===== config.mk =====
export PLATFORM = sky130hd
export DESIGN_NAME = spi_pattern_trigger
export DESIGN_NICKNAME = d
export VERILOG_FILES = /design/src/rtl/spt_pkg.sv /design/src/rtl/spt_sync.sv /design/src/rtl/spt_edge_sel.sv /design/src/rtl/spt_shift_match.sv /design/src/rtl/spi_pattern_trigger.sv
export SDC_FILE = /design/constraint.sdc
export NUM_CORES = 1
export LEC_CHECK = 0
export ABC_AREA = 1
export CAP_MARGIN = 20
export CORE_AREA = 5 5 92 94
export CTS_CLUSTER_SIZE = 10
export DETAILED_ROUTE_END_ITERATION = 10
export DIE_AREA = 0 0 97 99
export PLACE_DENSITY = 0.68
export SLEW_MARGIN = 40
export SYNTH_ARGS = -nofsm -noshare
export SYNTH_HDL_FRONTEND = slang
export SYNTH_SLANG_ARGS = --single-unit

===== constraint.sdc =====
create_clock -name clk -period 1.2 [get_ports clk]
set_input_delay 0.24 -clock clk [delete_from_list [all_inputs] [get_ports clk]]
set_output_delay 0.24 -clock clk [all_outputs]
set_load 0.05 [all_outputs]

===== src/rtl/spt_pkg.sv =====
package spt_pkg;
  typedef enum logic [1:0] {
    SPI_M0 = 2'd0,
    SPI_M1 = 2'd1,
    SPI_M2 = 2'd2,
    SPI_M3 = 2'd3
  } spi_mode_e;

  // Polarity xor phase: equal means the rising edge carries data.
  function automatic logic samples_on_rise(input logic [1:0] mode);
    return ~(mode[1] ^ mode[0]);
  endfunction
endpackage


===== src/rtl/spt_sync.sv =====
module spt_sync #(
  parameter int          W       = 4,
  parameter int          STAGES  = 2,
  parameter logic [W-1:0] RST_VAL = '0
) (
  input  logic         clk,
  input  logic         rst,
  input  logic [W-1:0] d,
  output logic [W-1:0] q
);
  logic [W-1:0] stage_r [STAGES];

  for (genvar g = 0; g < STAGES; g++) begin : g_stage
    if (g == 0) begin : g_first
      always_ff @(posedge clk) begin
        if (rst) stage_r[g] <= RST_VAL;
        else     stage_r[g] <= d;
      end
    end else begin : g_rest
      always_ff @(posedge clk) begin
        if (rst) stage_r[g] <= RST_VAL;
        else     stage_r[g] <= stage_r[g-1];
      end
    end
  end

  assign q = stage_r[STAGES-1];
endmodule


===== src/rtl/spt_edge_sel.sv =====
module spt_edge_sel
  import spt_pkg::*;
(
  input  logic       clk,
  input  logic       rst,
  input  logic       sck_s,
  input  logic       cs_act,
  input  logic [1:0] mode,
  output logic       rise_mode,
  output logic       samp_stb
);
  logic sck_prev;
  logic rose, fell;

  always_ff @(posedge clk) begin
    if (rst) sck_prev <= 1'b0;
    else     sck_prev <= sck_s;
  end

  assign rose      = sck_s & ~sck_prev;
  assign fell      = ~sck_s & sck_prev;
  assign rise_mode = samples_on_rise(mode);
  assign samp_stb  = cs_act & (rise_mode ? rose : fell);
endmodule


===== src/rtl/spt_shift_match.sv =====
module spt_shift_match #(
  parameter int W     = 32,
  parameter int CNT_W = $clog2(W + 1)
) (
  input  logic             clk,
  input  logic             rst,
  input  logic             cs_act,
  input  logic             samp_stb,
  input  logic             din,
  input  logic [W-1:0]     pattern,
  input  logic [W-1:0]     ignore,
  output logic [CNT_W-1:0] bit_cnt,
  output logic             trig
);
  localparam logic [CNT_W-1:0] FULL = CNT_W'(W);

  logic [W-1:0] shreg;
  logic         samp_d;
  logic         hit;

  always_ff @(posedge clk) begin
    if (rst) begin
      shreg   <= '0;
      bit_cnt <= '0;
      samp_d  <= 1'b0;
    end else begin
      samp_d <= samp_stb;
      if (samp_stb) shreg <= {shreg[W-2:0], din};
      if (!cs_act)                        bit_cnt <= '0;
      else if (samp_stb && bit_cnt != FULL) bit_cnt <= bit_cnt + 1'b1;
    end
  end

  assign hit = ~|((shreg ^ pattern) & ~ignore);

  always_ff @(posedge clk) begin
    if (rst) trig <= 1'b0;
    else     trig <= samp_d & (bit_cnt == FULL) & hit;
  end
endmodule


===== src/rtl/spi_pattern_trigger.sv =====
module spi_pattern_trigger #(
  parameter int DATA_W    = 32,
  parameter int SYNC_STGS = 2
) (
  input  logic              clk,
  input  logic              rst,
  input  logic              spi_sck,
  input  logic              spi_cs_n,
  input  logic              spi_si,
  input  logic              spi_so,
  input  logic [DATA_W-1:0] cfg_pattern,
  input  logic [DATA_W-1:0] cfg_ignore,
  input  logic [1:0]        cfg_mode,
  input  logic              cfg_src_so,
  output logic              trig_pulse
);
  localparam int CNT_W = $clog2(DATA_W + 1);

  logic [3:0]       pins_s;
  logic             sck_s, csn_s, si_s, so_s;
  logic             cs_act, rise_mode, samp_stb;
  logic [CNT_W-1:0] bit_cnt;

  spt_sync #(.W(4), .STAGES(SYNC_STGS), .RST_VAL(4'b0100)) u_sync (
    .clk (clk),
    .rst (rst),
    .d   ({spi_so, spi_cs_n, spi_si, spi_sck}),
    .q   (pins_s)
  );

  assign {so_s, csn_s, si_s, sck_s} = pins_s;
  assign cs_act = ~csn_s;

  spt_edge_sel u_edge (
    .clk       (clk),
    .rst       (rst),
    .sck_s     (sck_s),
    .cs_act    (cs_act),
    .mode      (cfg_mode),
    .rise_mode (rise_mode),
    .samp_stb  (samp_stb)
  );

  spt_shift_match #(.W(DATA_W), .CNT_W(CNT_W)) u_match (
    .clk      (clk),
    .rst      (rst),
    .cs_act   (cs_act),
    .samp_stb (samp_stb),
    .din      (cfg_src_so ? so_s : si_s),
    .pattern  (cfg_pattern),
    .ignore   (cfg_ignore),
    .bit_cnt  (bit_cnt),
    .trig     (trig_pulse)
  );
endmodule


* Yosys cells after proc, flatten, opt, wreduce, memory -nomap -nowiden
Memories as Yosys holds them, arrays and structs flattened. Index checks and enable logic that the tools add are counted.
Storage, ports and cells: memories 1, bits in writable memories 8, register bits 41, logic and storage cells 34, output and inout bits 1, input bits 73
Memories:
- u_sync.stage_r | words 2, width 4, rd ports 2, clocked after Yosys merged registers in 0, write ports 2, line spt_sync.sv:11 | logic [W-1:0] stage_r [STAGES];
Cells by class: bitwise gates (word level) 14, equal/unequal tests 2, multiplexer cells 7, reduce and logical (&&, ||, !) cells 4, add/subtract/negate cells 1
Operator list (number):
- 32-bit AND | 1
- 32-bit NOT | 1
- 32-bit OR reduction | 1
- 32-bit bitwise XOR | 1
- 4-bit two-way mux | 2
- 6-bit by 1-bit adder with 6-bit output, second input constant | 1
- 6-bit equality test, second input constant | 1
- 6-bit inequality test, second input constant | 1
- 1-bit AND | 5
- 1-bit two-way mux | 5
- 1-bit NOT | 3
- 1-bit bitwise OR | 2
- 2-bit OR reduction | 1
- 1-bit logical AND | 1
- 1-bit zero test | 1
- 1-bit bitwise XOR | 1

* Longest topological paths before layout
Gate-level depths: netlist of the first run.
word-level depth 5, gate-level depth with buffers 9, depth with buffers taken out 9

* Hierarchy
Synthesis of the first run repeated with hierarchy kept, for this count alone.
Second synthesis, totals: cells, all modules 380, area total of the unflattened synthesis 2464.9 um2
By module, submodules not included:
- spt_shift_match | seq. area each 800.8 um2, cells an instance 332, area each 2133.3 um2, instances 1
- spt_sync | seq. area each 160.2 um2, cells an instance 25, area each 224.0 um2, instances 1
- spt_edge_sel | seq. area each 20.0 um2, cells an instance 18, area each 88.8 um2, instances 1
- spi_pattern_trigger | seq. area each 0.0 um2, cells an instance 5, area each 18.8 um2, instances 1

* Worst setup path after synthesis of the first run
OpenSTA, ideal clock, no wires.
path kind register -> register, from mem u_sync.stage_r[1][0], to reg u_match.shreg[21], clock period less this slack 1.165 ns, stages on the path, launching flop included 8, data required time 1.130 ns, data arrival time 1.095 ns, setup slack 0.035 ns, setup time 0.070 ns, buffers on the path 1, cells stage by stage dfxtp_1 > inv_2 > nor2_1 > nand2_2 > a21oi_4 > buf_6 > nand2_1 > a21oi_2
RTL lines:
- start: declaration | line spt_sync.sv:11
- end signal: assignment | line spt_shift_match.sv:28 | if (samp_stb) shreg <= {shreg[W-2:0], din};
- end: declaration | line spt_shift_match.sv:17 | logic [W-1:0] shreg;

* Worst setup path in the final report of the first run
from reg u_edge.sck_prev, to reg u_match.bit_cnt[1]
On the way: longest elaborated chain between the ends 5, elaborated cells between the ends (all ways) 6, classes of those cells 1 x mux; 4 x bitwise; 1 x reduce/logical
Ends and longest elaborated chain:
- start: declaration | line spt_edge_sel.sv:12 | logic sck_prev;
- start signal: assignment | line spt_edge_sel.sv:17 | else sck_prev <= sck_s;
- 1-bit NOT | line spt_edge_sel.sv:20 | assign rose = sck_s & ~sck_prev;
- 1-bit AND | line spt_edge_sel.sv:20
- 1-bit two-way mux * | line spt_edge_sel.sv:23 | assign samp_stb = cs_act & (rise_mode ? rose : fell);
- 1-bit AND * | line spt_edge_sel.sv:23
- 1-bit logical AND * | line spt_shift_match.sv:30 | else if (samp_stb && bit_cnt != FULL) bit_cnt <= bit_cnt + 1'b1;
- end signal: assignment | line spt_shift_match.sv:30
- end: declaration | line spt_shift_match.sv:12 | output logic [CNT_W-1:0] bit_cnt,
Every way passes the cells marked *; elsewhere a longest branch is shown, timed or not. A chain may end at the register's enable or synchronous reset.

==> results of run 1 <==
## cell families (layout without fill, tap and decap cells)
group	after synthesis	count (layout)	share of synthesized area, %
AO/OA/AOI/OAI	61	61	13.8
buffers and inverters	66	160	11.1
flip-flops	49	49	38.3
XOR/XNOR	8	8	2.74
multiplexers	1	1	0.440
AND/OR/NAND/NOR	188	189	32.6
adder cells (fa/ha/maj)	2	2	0.978
## stage by stage
stage / worst slack, ns / power (W) / cell area [µm²] / std cells / util, %
floorplan: 0.0350 / 0.00187 / 2560 / 375 / -
global placement: -0.465 / 0.00216 / 3500 / 555 / 46.3
detailed placement: -0.517 / 0.00216 / 3500 / 555 / 46.3
CTS: -0.0188 / 0.00321 / 3800 / 569 / 50.2
global route: -0.163 / 0.00334 / 4040 / 572 / 53.4
finish: -0.116 / 0.00319 / 4040 / 572 / 53.4
## flip-flops by register name, summed over array words and instances (netlist names)
register,count
u_match.shreg,32
u_sync.stage_r,8
u_match.bit_cnt,6
u_edge.sck_prev,1
u_match.samp_d,1
u_match.trig,1
## power groups by stage
stage / Sequential [W] / Combinational, W / Clock [W]
after CTS: 0.00165 / 0.000500 / 0.00105
after global routing: 0.00166 / 0.000581 / 0.00110
after detailed placement: 0.00169 / 0.000471 / 0
after floorplan: 0.00169 / 0.000180 / 0
final: 0.00165 / 0.000524 / 0.00102
after global placement: 0.00169 / 0.000464 / 0
## critical path: cells and delay by family (launching register included)
family                 cells  cell delay, ns
DFF                        1            0.37
AOI/OAI and AO/OA          2            0.37
and+or+nand+nor            3            0.31
buffers and inverters      1            0.17
## what timing repair did
item | in CTS | in global routing
pin swaps | 7 | 8
resized for setup | 43 | 54
hold endpoints to repair | 0 | 0
hold buffers | 0 | 0
setup endpoints to repair | 40 | 39
setup buffers | 1 | 2
cloned | 5 | 1
## final timing paths
path                                            from                   end  slack, ns  depth (start not counted)
worst min-delay path            u_sync.stage_r[0][0]  u_sync.stage_r[1][0]       0.41                          2
worst min register to register  u_sync.stage_r[0][0]  u_sync.stage_r[1][0]       0.41                          2
worst max-delay path                 u_edge.sck_prev    u_match.bit_cnt[1]      -0.12                          6
worst max register to register       u_edge.sck_prev    u_match.bit_cnt[1]      -0.12                          6
## cells in the mapped netlist, types with 2 or more instances
cell type  instances
a21oi_2           10
nand2_2            6
buf_6              4
xor2_1             3
xnor2_1            5
o21ai_0           22
nand3b_1          11
dfxtp_1           49
clkbuf_1           4
inv_1             55
nor2_1            41
nand3_1           14
a21oi_1           28
nand4_1            4
ha_1               2
or2_2              2
nand2_1          105
## routing by layer
metal / GRT usage (%) / up-vias / share of wire, % / wire, µm
met1: 19.3 / 1175 / 44 / 3160
met2: 25.8 / 80 / 49 / 3550
met3: 3.11 / 12 / 4.9 / 353
li1: - / 1361 / - / -
met4: 4.43 / 0 / 2.1 / 149
met5: 0 / - / 0 / 0
## area by class of cell
cell class,count,area [µm²],share of cell area [%]
inverters,56,216,5.36
clock inverters,2,13.8,0.341
well taps,102,128,3.16
repair buffers,96,1040,25.7
flip-flops and latches,49,995,24.6
clock buffers,6,82.6,2.05
multi-input cells,261,1570,38.8
## cells in the final DEF (no fill, tap or decap), types with 6 or more instances in the layout
| master | Yosys | final |
|---|---|---|
| nand2_1 | 105 | 94 |
| clkdlybuf4s50_1 | 0 | 70 |
| inv_1 | 55 | 53 |
| dfxtp_1 | 49 | 42 |
| nor2_1 | 41 | 39 |
| a21oi_2 | 10 | 20 |
| a21oi_1 | 28 | 18 |
| nand2_2 | 6 | 14 |
| o21ai_2 | 0 | 14 |
| buf_4 | 1 | 13 |
| nand3_1 | 14 | 11 |
| nand3b_1 | 11 | 11 |
| clkbuf_8 | 0 | 6 |
==> qor.yml, run 1 <==
total_via_count_in_the_routed_design: 2628
hold_violations: 0
drt_first_pass_iters: 4
grt_max_degree: 20
sw_frac_of_total_pct: 24.1
root_buffer: "clkbuf_8"
fin_skew_ns: 0.00321
design.final.nets: 544
top_level_ports: 74
clock_sink_total: 49
max_freq_ghz: 0.760
synth-seq-area-share_pct: 38.3
fin_crit_sh_pct: 110
worst-slew-pin-transition_ns: 0.296
synth-edff-count: 0
clkSlewWorstSetupHoldPaths_ns: 0.09
tns_ns: -0.645
timing.critical_path.required_ns: 1.41
net_count_after_synthesis: 450
hp-class: "reg -> reg"
avgViaCountPerCell: 4.59
p_seq_share_pct: 51.8
cells_after_synth: 375
arrival_ns: 1.52
run_status: "finished with violations"
internal-power_w: 0.00243
syn_area_um2: 2560
dieArea_um2: 9600
wire_per_inst_um: 12.6
worst_path_maximum_fanout: 19
period_minus_slack_ns: 1.32
yosysTopAreaCell: "dfxtp_1"
yosys_register_bits: 49
yosys.cell_types.count: 27
area_growth_pct: 57.8
cts-buffers-inserted: 5
syn-mean-instance-area_um2: 6.82
post-route-drc-count: 0
violations: "setup timing"
cell_by_cell_trace_of_the_critical_path: "nor2_4 -> nand2_4 -> a21oi_4 -> buf_12 -> nand3_1 -> a21oi_1"
comb_power_share_pct: 16.4
vdd_ir_drop_max_mv: 0.403
grt_pass1_vias: 2654
initial_utilization_pct: 33.8
worstSetupEndpointType: "flop"
initial_antenna_violation_count: 0
die_h_um: 99
clock_latency_ns: 0.30
synth_largest_type_area_fraction_pct: 38.3
drt.antenna.violating_nets: 0
leakagePower_nw: 1.56
timing.max_slew.rel_slack_pct: 80.1
cpPeakStageDelay_ns: 0.37
floorplan.rows: 32
drt_iter0_markers: 73
detail_route.wirelength_um: 7210
crit_slowest_cell: "dfxtp_4"
global_route_wire_length_before_repair_um: 12100
hpwl_um: 4920
post_synth_main_area_contributors: "dfxtp_1 38%, nand2_1 15%, inv_1 8.1%, nor2_1 6.0%, a21oi_1 5.5%"
final_critical_path_setup_slack_ns: -0.116
clock_power_share_pct: 31.8
coreArea_um2: 7570
clockBufferDepth: 2
finalSetupViolCount: 21
port-buffer-count: 73
count_of_max_cap_constraint_violations: 0
power.net_switching_w: 0.000769
total_of_fill_cells_in_the_finished_design: 687
kind_of_start_point_of_the_critical_path: "flop"
die_width_um: 97
clock_tree_from_tritoncts: "built"
worst_hold_slack_ns: 0.405
grt.overflow.total: 0
yosysWarnings: 0
dominantRegCellSynth: "dfxtp_1"
gp_congestion: 0.815
drive_gt1_share_pct: 23.8
setup_repair_after_global_routing_missed_its_margin: "yes"
finalMaxSlewViolations: 0
synthArstFlopShare_pct: 0
num_antenna_cells: 0
global_route.usage.total_pct: 15.1
cts_max_level: 2
power_dens_cells_nw_per_um2: 791
worst-setup-path-type: "reg -> reg"
Note: power is estimated with default switching activity, not from simulation.
==> inputs of run 2 (changes only) <==
- PLACE_DENSITY: 0.68 -> 0.66
- clock period: 1.2 -> 1.4 ns (I/O delays scaled with it)
==> run 2 against run 1 <==
Effect of this change:
- the run now ends clean
- clock-buffer cell count unchanged
- non-clock buffer count decreased by 9
- clock power about the same
- final cell count decreased by 1.7%
- critical endpoint is now u_match.bit_cnt[5]
- largest cell class unchanged
==> qor.yml, run 2 (synthesis gave the netlist of run 1 again) <==
run_status: "finished, final reports clean"
critical_path_buf_inv_count: 1
coreArea_um2: 7570
grt_max_degree: 21
worst_setup_startpoint: "u_match.bit_cnt[2]"
period_minus_slack_ns: 1.31
cpPeakStageDelay_ns: 0.36
clock_latency_ns: 0.30
cts-buffers-inserted: 5
global_route.usage.total_pct: 12.6
die_width_um: 97
dp_slack_ns: -0.358
worst_path_maximum_fanout: 6
die_h_um: 99
tns_ns: 0
grt_pass1_vias: 2335
vdd_ir_drop_max_mv: 0.383
max_freq_ghz: 0.762
drt_first_pass_iters: 4
cell_by_cell_trace_of_the_critical_path: "nor3_2 -> nand3_4 -> buf_12 -> nand3_4 -> nand2_1 -> a21oi_1"
total_via_count_in_the_routed_design: 2523
drt.antenna.violating_nets: 0
hpwl_um: 4890
post-route-util_pct: 49.6
finalMaxSlewViolations: 0
gp_congestion: 0.827
total_of_fill_cells_in_the_finished_design: 732
clkSlewWorstSetupHoldPaths_ns: 0.09
count_of_max_cap_constraint_violations: 0
fin_skew_ns: 0.0105
final_critical_path_setup_slack_ns: 0.0873
design.final.nets: 534
clock_sink_total: 49
initial_antenna_violation_count: 0
timing.max_slew.rel_slack_pct: 80.8
drt_iter0_markers: 108
cpMostUsedCell: "nand3_4"
global_route_wire_length_before_repair_um: 10100
num_antenna_cells: 0
worst-slew-pin-transition_ns: 0.288
detail_route.wirelength_um: 6450
floorplan.rows: 32
r2r-start: "u_match.bit_cnt[2]"
finalSetupViolCount: 0
power_dens_cells_nw_per_um2: 755
min_delay_src: "u_sync.stage_r[0][0]"
post-route-drc-count: 0
hold_buffers: 0
cts_max_level: 2
overall_power_w: 0.00283
hold_violations: 0
avgViaCountPerCell: 4.49
highest_count_cells_in_the_layout_ignoring_fill_and_taps: "105 x nand2_1, 70 x clkdlybuf4s50_1, 55 x inv_1"
wire_per_inst_um: 11.5
top_level_ports: 74
worst_hold_slack_ns: 0.400
clockBufferDepth: 2
largest_reg_flops: 32
largest_registers: "u_match.shreg: 32 flops, u_sync.stage_r: 8 flops, u_match.bit_cnt: 6 flops"
grt.overflow.total: 0
most_frequent_standard_cell_in_the_layout_excluding_fill_and_tap_cells: "nand2_1"
dieArea_um2: 9600
crit_slowest_cell: "dfxtp_1"
worst-setup-path-type: "reg -> reg"
kind_of_start_point_of_the_critical_path: "flop"
hp-class: "reg -> reg"
timing.critical_path.max_delay_family: "simple AND/OR/NAND/NOR gates"
leakagePower_nw: 1.50
area_growth_pct: 46.6
worstSetupEndpointType: "flop"
port-buffer-count: 73
initial_utilization_pct: 33.8
setup_repair_after_global_routing_missed_its_margin: "no"
root_buffer: "clkbuf_8"
drive_gt1_share_pct: 11.7
clock_tree_from_tritoncts: "built"
timing.critical_path.required_ns: 1.62
arrival_ns: 1.53
fin_crit_sh_pct: 93.8
max_flop_register: "u_match.shreg"
## run 2: changes by cell type in the layout (fill, tap and decap cells not counted), moves of 3 or more
cell | previous run | this run
o21ai_1 | 1 | 12
clkbuf_16 | 1 | 4
nand2_2 | 14 | 5
dfxtp_1 | 42 | 46
a21oi_2 | 20 | 11
buf_4 | 13 | 5
o21ai_2 | 14 | 1
nand2_1 | 94 | 105
o21ai_0 | 5 | 9
buf_16 | 3 | 0
a21oi_1 | 18 | 27
## run 2: metal layers
layer / vias up / part of all wire (%) / track usage, %
li1: 1341 / - / -
met5: - / 0 / 0
met3: 6 / 6.6 / 3.82
met1: 1114 / 46 / 16.0
met2: 62 / 47 / 21.0
met4: 0 / 0.98 / 3.35
## run 2: worst register-to-register path, cell delays in order, from the launching register on
cell and delay (ns):
dfxtp_1 0.36, nor3_2 0.26, nand3_4 0.15, buf_12 0.16, nand3_4 0.10, nand2_1 0.06
a21oi_1 0.15
## run 2: worst paths after layout
path | slack (ns) | to | cells past startpoint
min | 0.40 | u_sync.stage_r[1][0] | 2
max | 0.09 | u_match.bit_cnt[5] | 6
max reg2reg | 0.09 | u_match.bit_cnt[5] | 6
min reg2reg | 0.40 | u_sync.stage_r[1][0] | 2
## run 2: report_power, final
group          switching (W)  leakage [nW]  total [W]  internal, W
Combinational       0.000158          1.05   0.000417     0.000259
Sequential        0.00000881         0.398    0.00142      0.00141
Clock               0.000459        0.0554   0.000996     0.000536
## run 2: timing repair
item	4_1_cts	5_1_grt
cloned	0	4
setup buffers	0	2
resized for setup	2	26
pin swaps	0	7
endpoints found under the setup margin	7	37
## run 2: final cells by class
cell class / count / area, µm² / share of cell area [%]
sequential: 49 / 985 / 26.3
tap: 102 / 128 / 3.40
clock inverter: 2 / 38.8 / 1.03
timing repair buffer: 87 / 975 / 26.0
multi-input combinational: 260 / 1340 / 35.7
clock buffer: 6 / 72.6 / 1.94
inverter: 56 / 213 / 5.67
## run 2: metrics by stage
step | cell area [µm²] | instances
floorplan | 2560 | 375
global placement | 3450 | 548
detailed placement | 3450 | 548
CTS | 3570 | 556
global route | 3750 | 562
finish | 3750 | 562
==> inputs of run 3 (changes only) <==
- CELL_PAD_IN_SITES_DETAIL_PLACEMENT: default -> 2
- CELL_PAD_IN_SITES_GLOBAL_PLACEMENT: default -> 2
- CORE_AREA: 5 5 92 94 -> 5 5 108 110
- DIE_AREA: 0 0 97 99 -> 0 0 113 115
- PLACE_DENSITY: 0.66 -> 0.82
==> run 3 against run 2 <==
Effect of this change:
- critical path depth is 1 higher
- worst hold slack better by 0.0064 ns
- cell area is 1.5% lower
- die area is 35% higher
- final cell count is 6.2% higher
==> qor.yml, run 3 (synthesis gave the netlist of run 1 again) <==
run_status: "finished, final reports clean"
placed_cells: 588
ff2ff_setup_slack_ns: 0.09
cpMostUsedCell: "nor2_1"
global_route_wire_length_before_repair_um: 14000
clock_latency_ns: 0.30
avgViaCountPerCell: 4.44
total_via_count_in_the_routed_design: 2649
hp-class: "reg -> reg"
reg2reg_depth: 7
top_level_ports: 74
hold_violations: 0
drt.antenna.violating_nets: 0
overall_power_w: 0.00290
crit_slowest_cell: "dfxtp_2"
worst_r2r_endpoint: "u_match.trig"
period_minus_slack_ns: 1.31
drt_iter0_markers: 53
die_width_um: 113
wire_per_inst_um: 14.2
worstSetupEndpointType: "flop"
num_antenna_cells: 0
total_of_fill_cells_in_the_finished_design: 1255
gp_congestion: 0.739
worst-setup-path-type: "reg -> reg"
grt.overflow.total: 0
timing.critical_path.max_delay_family: "simple AND/OR/NAND/NOR gates"
largest_reg_flops: 32
timing.critical_path.required_ns: 1.64
finalMaxSlewViolations: 0
max_freq_ghz: 0.765
clock_sink_total: 49
grt_pass1_vias: 2955
cts_max_level: 2
finalNonFillerCells: 597
dieArea_um2: 13000
vdd_ir_drop_max_mv: 0.341
clkSlewWorstSetupHoldPaths_ns: 0.09
port-buffer-count: 73
post-route-drc-count: 0
max_flop_register: "u_match.shreg"
critical_path_buf_inv_count: 1
cts-buffers-inserted: 5
min_delay_src: "u_sync.stage_r[0][3]"
die_h_um: 115
cell_by_cell_trace_of_the_critical_path: "inv_2 -> ha_2 -> nand3_4 -> or2_1 -> nor2_1 -> nand2_1 -> nor2_1"
power_dens_cells_nw_per_um2: 786
worst_hold_slack_ns: 0.407
area_growth_pct: 44.4
kind_of_start_point_of_the_critical_path: "flop"
worstSetupPathDepth: 7
root_buffer: "clkbuf_8"
leakagePower_nw: 1.45
initial_utilization_pct: 24.1
drt_first_pass_iters: 4
clockBufferDepth: 2
hold_buffers: 0
drive_gt1_share_pct: 11.6
r2r-start: "u_match.bit_cnt[0]"
count_of_max_cap_constraint_violations: 0
timing.max_slew.rel_slack_pct: 81.3
critical_path.endpoint: "u_match.trig"
clock_tree_from_tritoncts: "built"
worst_setup_startpoint: "u_match.bit_cnt[0]"
arrival_ns: 1.55
initial_antenna_violation_count: 0
hpwl_um: 6660
most_frequent_standard_cell_in_the_layout_excluding_fill_and_tap_cells: "nand2_1"
design.final.nets: 531
fin_skew_ns: 0.00688
worst-slew-pin-transition_ns: 0.281
worst_path_maximum_fanout: 6
coreArea_um2: 10600
finalSetupViolCount: 0
cpPeakStageDelay_ns: 0.35
tns_ns: 0
floorplan.rows: 38
largest_registers: "u_match.shreg: 32 flops, u_sync.stage_r: 8 flops, u_match.bit_cnt: 6 flops"
grt_max_degree: 21
setup_repair_after_global_routing_missed_its_margin: "no"
global_route.usage.total_pct: 13.3
highest_count_cells_in_the_layout_ignoring_fill_and_taps: "105 x nand2_1, 70 x clkdlybuf4s50_1, 54 x inv_1"
detail_route.wirelength_um: 8490
fin_crit_sh_pct: 93.3
## run 3: changes by cell type in the layout (fill, tap and decap cells not counted), moves of 2 or more
cell,delta
dlymetal6s2s_1,-2
dlygate4sd2_1,+2
o21ai_1,+2
clkbuf_16,-4
inv_2,+2
o21ai_0,-3
buf_4,+2
## run 3: where the power goes
part | leakage (nW) | internal [W] | switching [W]
combinational | 0.991 | 0.000255 | 0.000173
clock | 0.0585 | 0.000583 | 0.000472
sequential | 0.398 | 0.00141 | 0.00000929
## run 3: what timing repair did
action                                  4_1_cts  5_1_grt
resized for setup                            27        6
buffers inserted                              1        0
pin swaps                                     2        2
cloned                                        0        0
endpoints found under the setup margin       35        7
## run 3: layout make-up
type	instances	area (µm²)	area share, %
Sequential cell	49	985	26.7
Clock buffer	7	86.3	2.34
Multi-Input combinational cell	260	1350	36.4
Clock inverter	1	30.0	0.813
Tap cell	140	175	4.74
Inverter	56	210	5.69
Timing Repair Buffer	84	862	23.3
## run 3: through the flow
| step | area, µm² | worst slack [ns] | utilization (%) |
|---|---|---|---|
| 6_report | 3690 | 0.0931 | 34.8 |
| 4_1_cts | 3680 | 0.00592 | 34.7 |
| 2_1_floorplan | 2560 | 0.235 | - |
| 3_5_place_dp | 3510 | -0.418 | 33.1 |
| 3_3_place_gp | 3510 | -0.329 | 33.1 |
| 5_1_grt | 3690 | 0.00124 | 34.8 |
## run 3: worst register-to-register path, stage by stage, from the launching register on
cell and delay, ns:
dfxtp_2 0.35, inv_2 0.08, ha_2 0.20, nand3_4 0.10, or2_1 0.24, nor2_1 0.09, nand2_1 0.10, nor2_1 0.09
## run 3: routing by layer
| layer | routed length, µm | vias to the layer above | track usage, % |
|---|---|---|---|
| li1 | - | 1326 | - |
| met1 | 3770 | 1263 | 15.8 |
| met2 | 4290 | 54 | 24.2 |
| met3 | 320 | 6 | 2.53 |
| met4 | 105 | 0 | 3.77 |
| met5 | 0 | - | 0 |
## run 3: worst min-delay path by stage
stage,end,slack [ns],cells past startpoint
6_report,u_sync.stage_r[1][3],0.41,2
5_1_grt,u_sync.stage_r[1][2],0.43,1
4_1_cts,u_sync.stage_r[1][3],0.41,2
3_5_place_dp,u_sync.stage_r[1][3],0.40,2
3_3_place_gp,u_sync.stage_r[1][0],0.39,2
2_1_floorplan,u_sync.stage_r[0][2],0.38,1
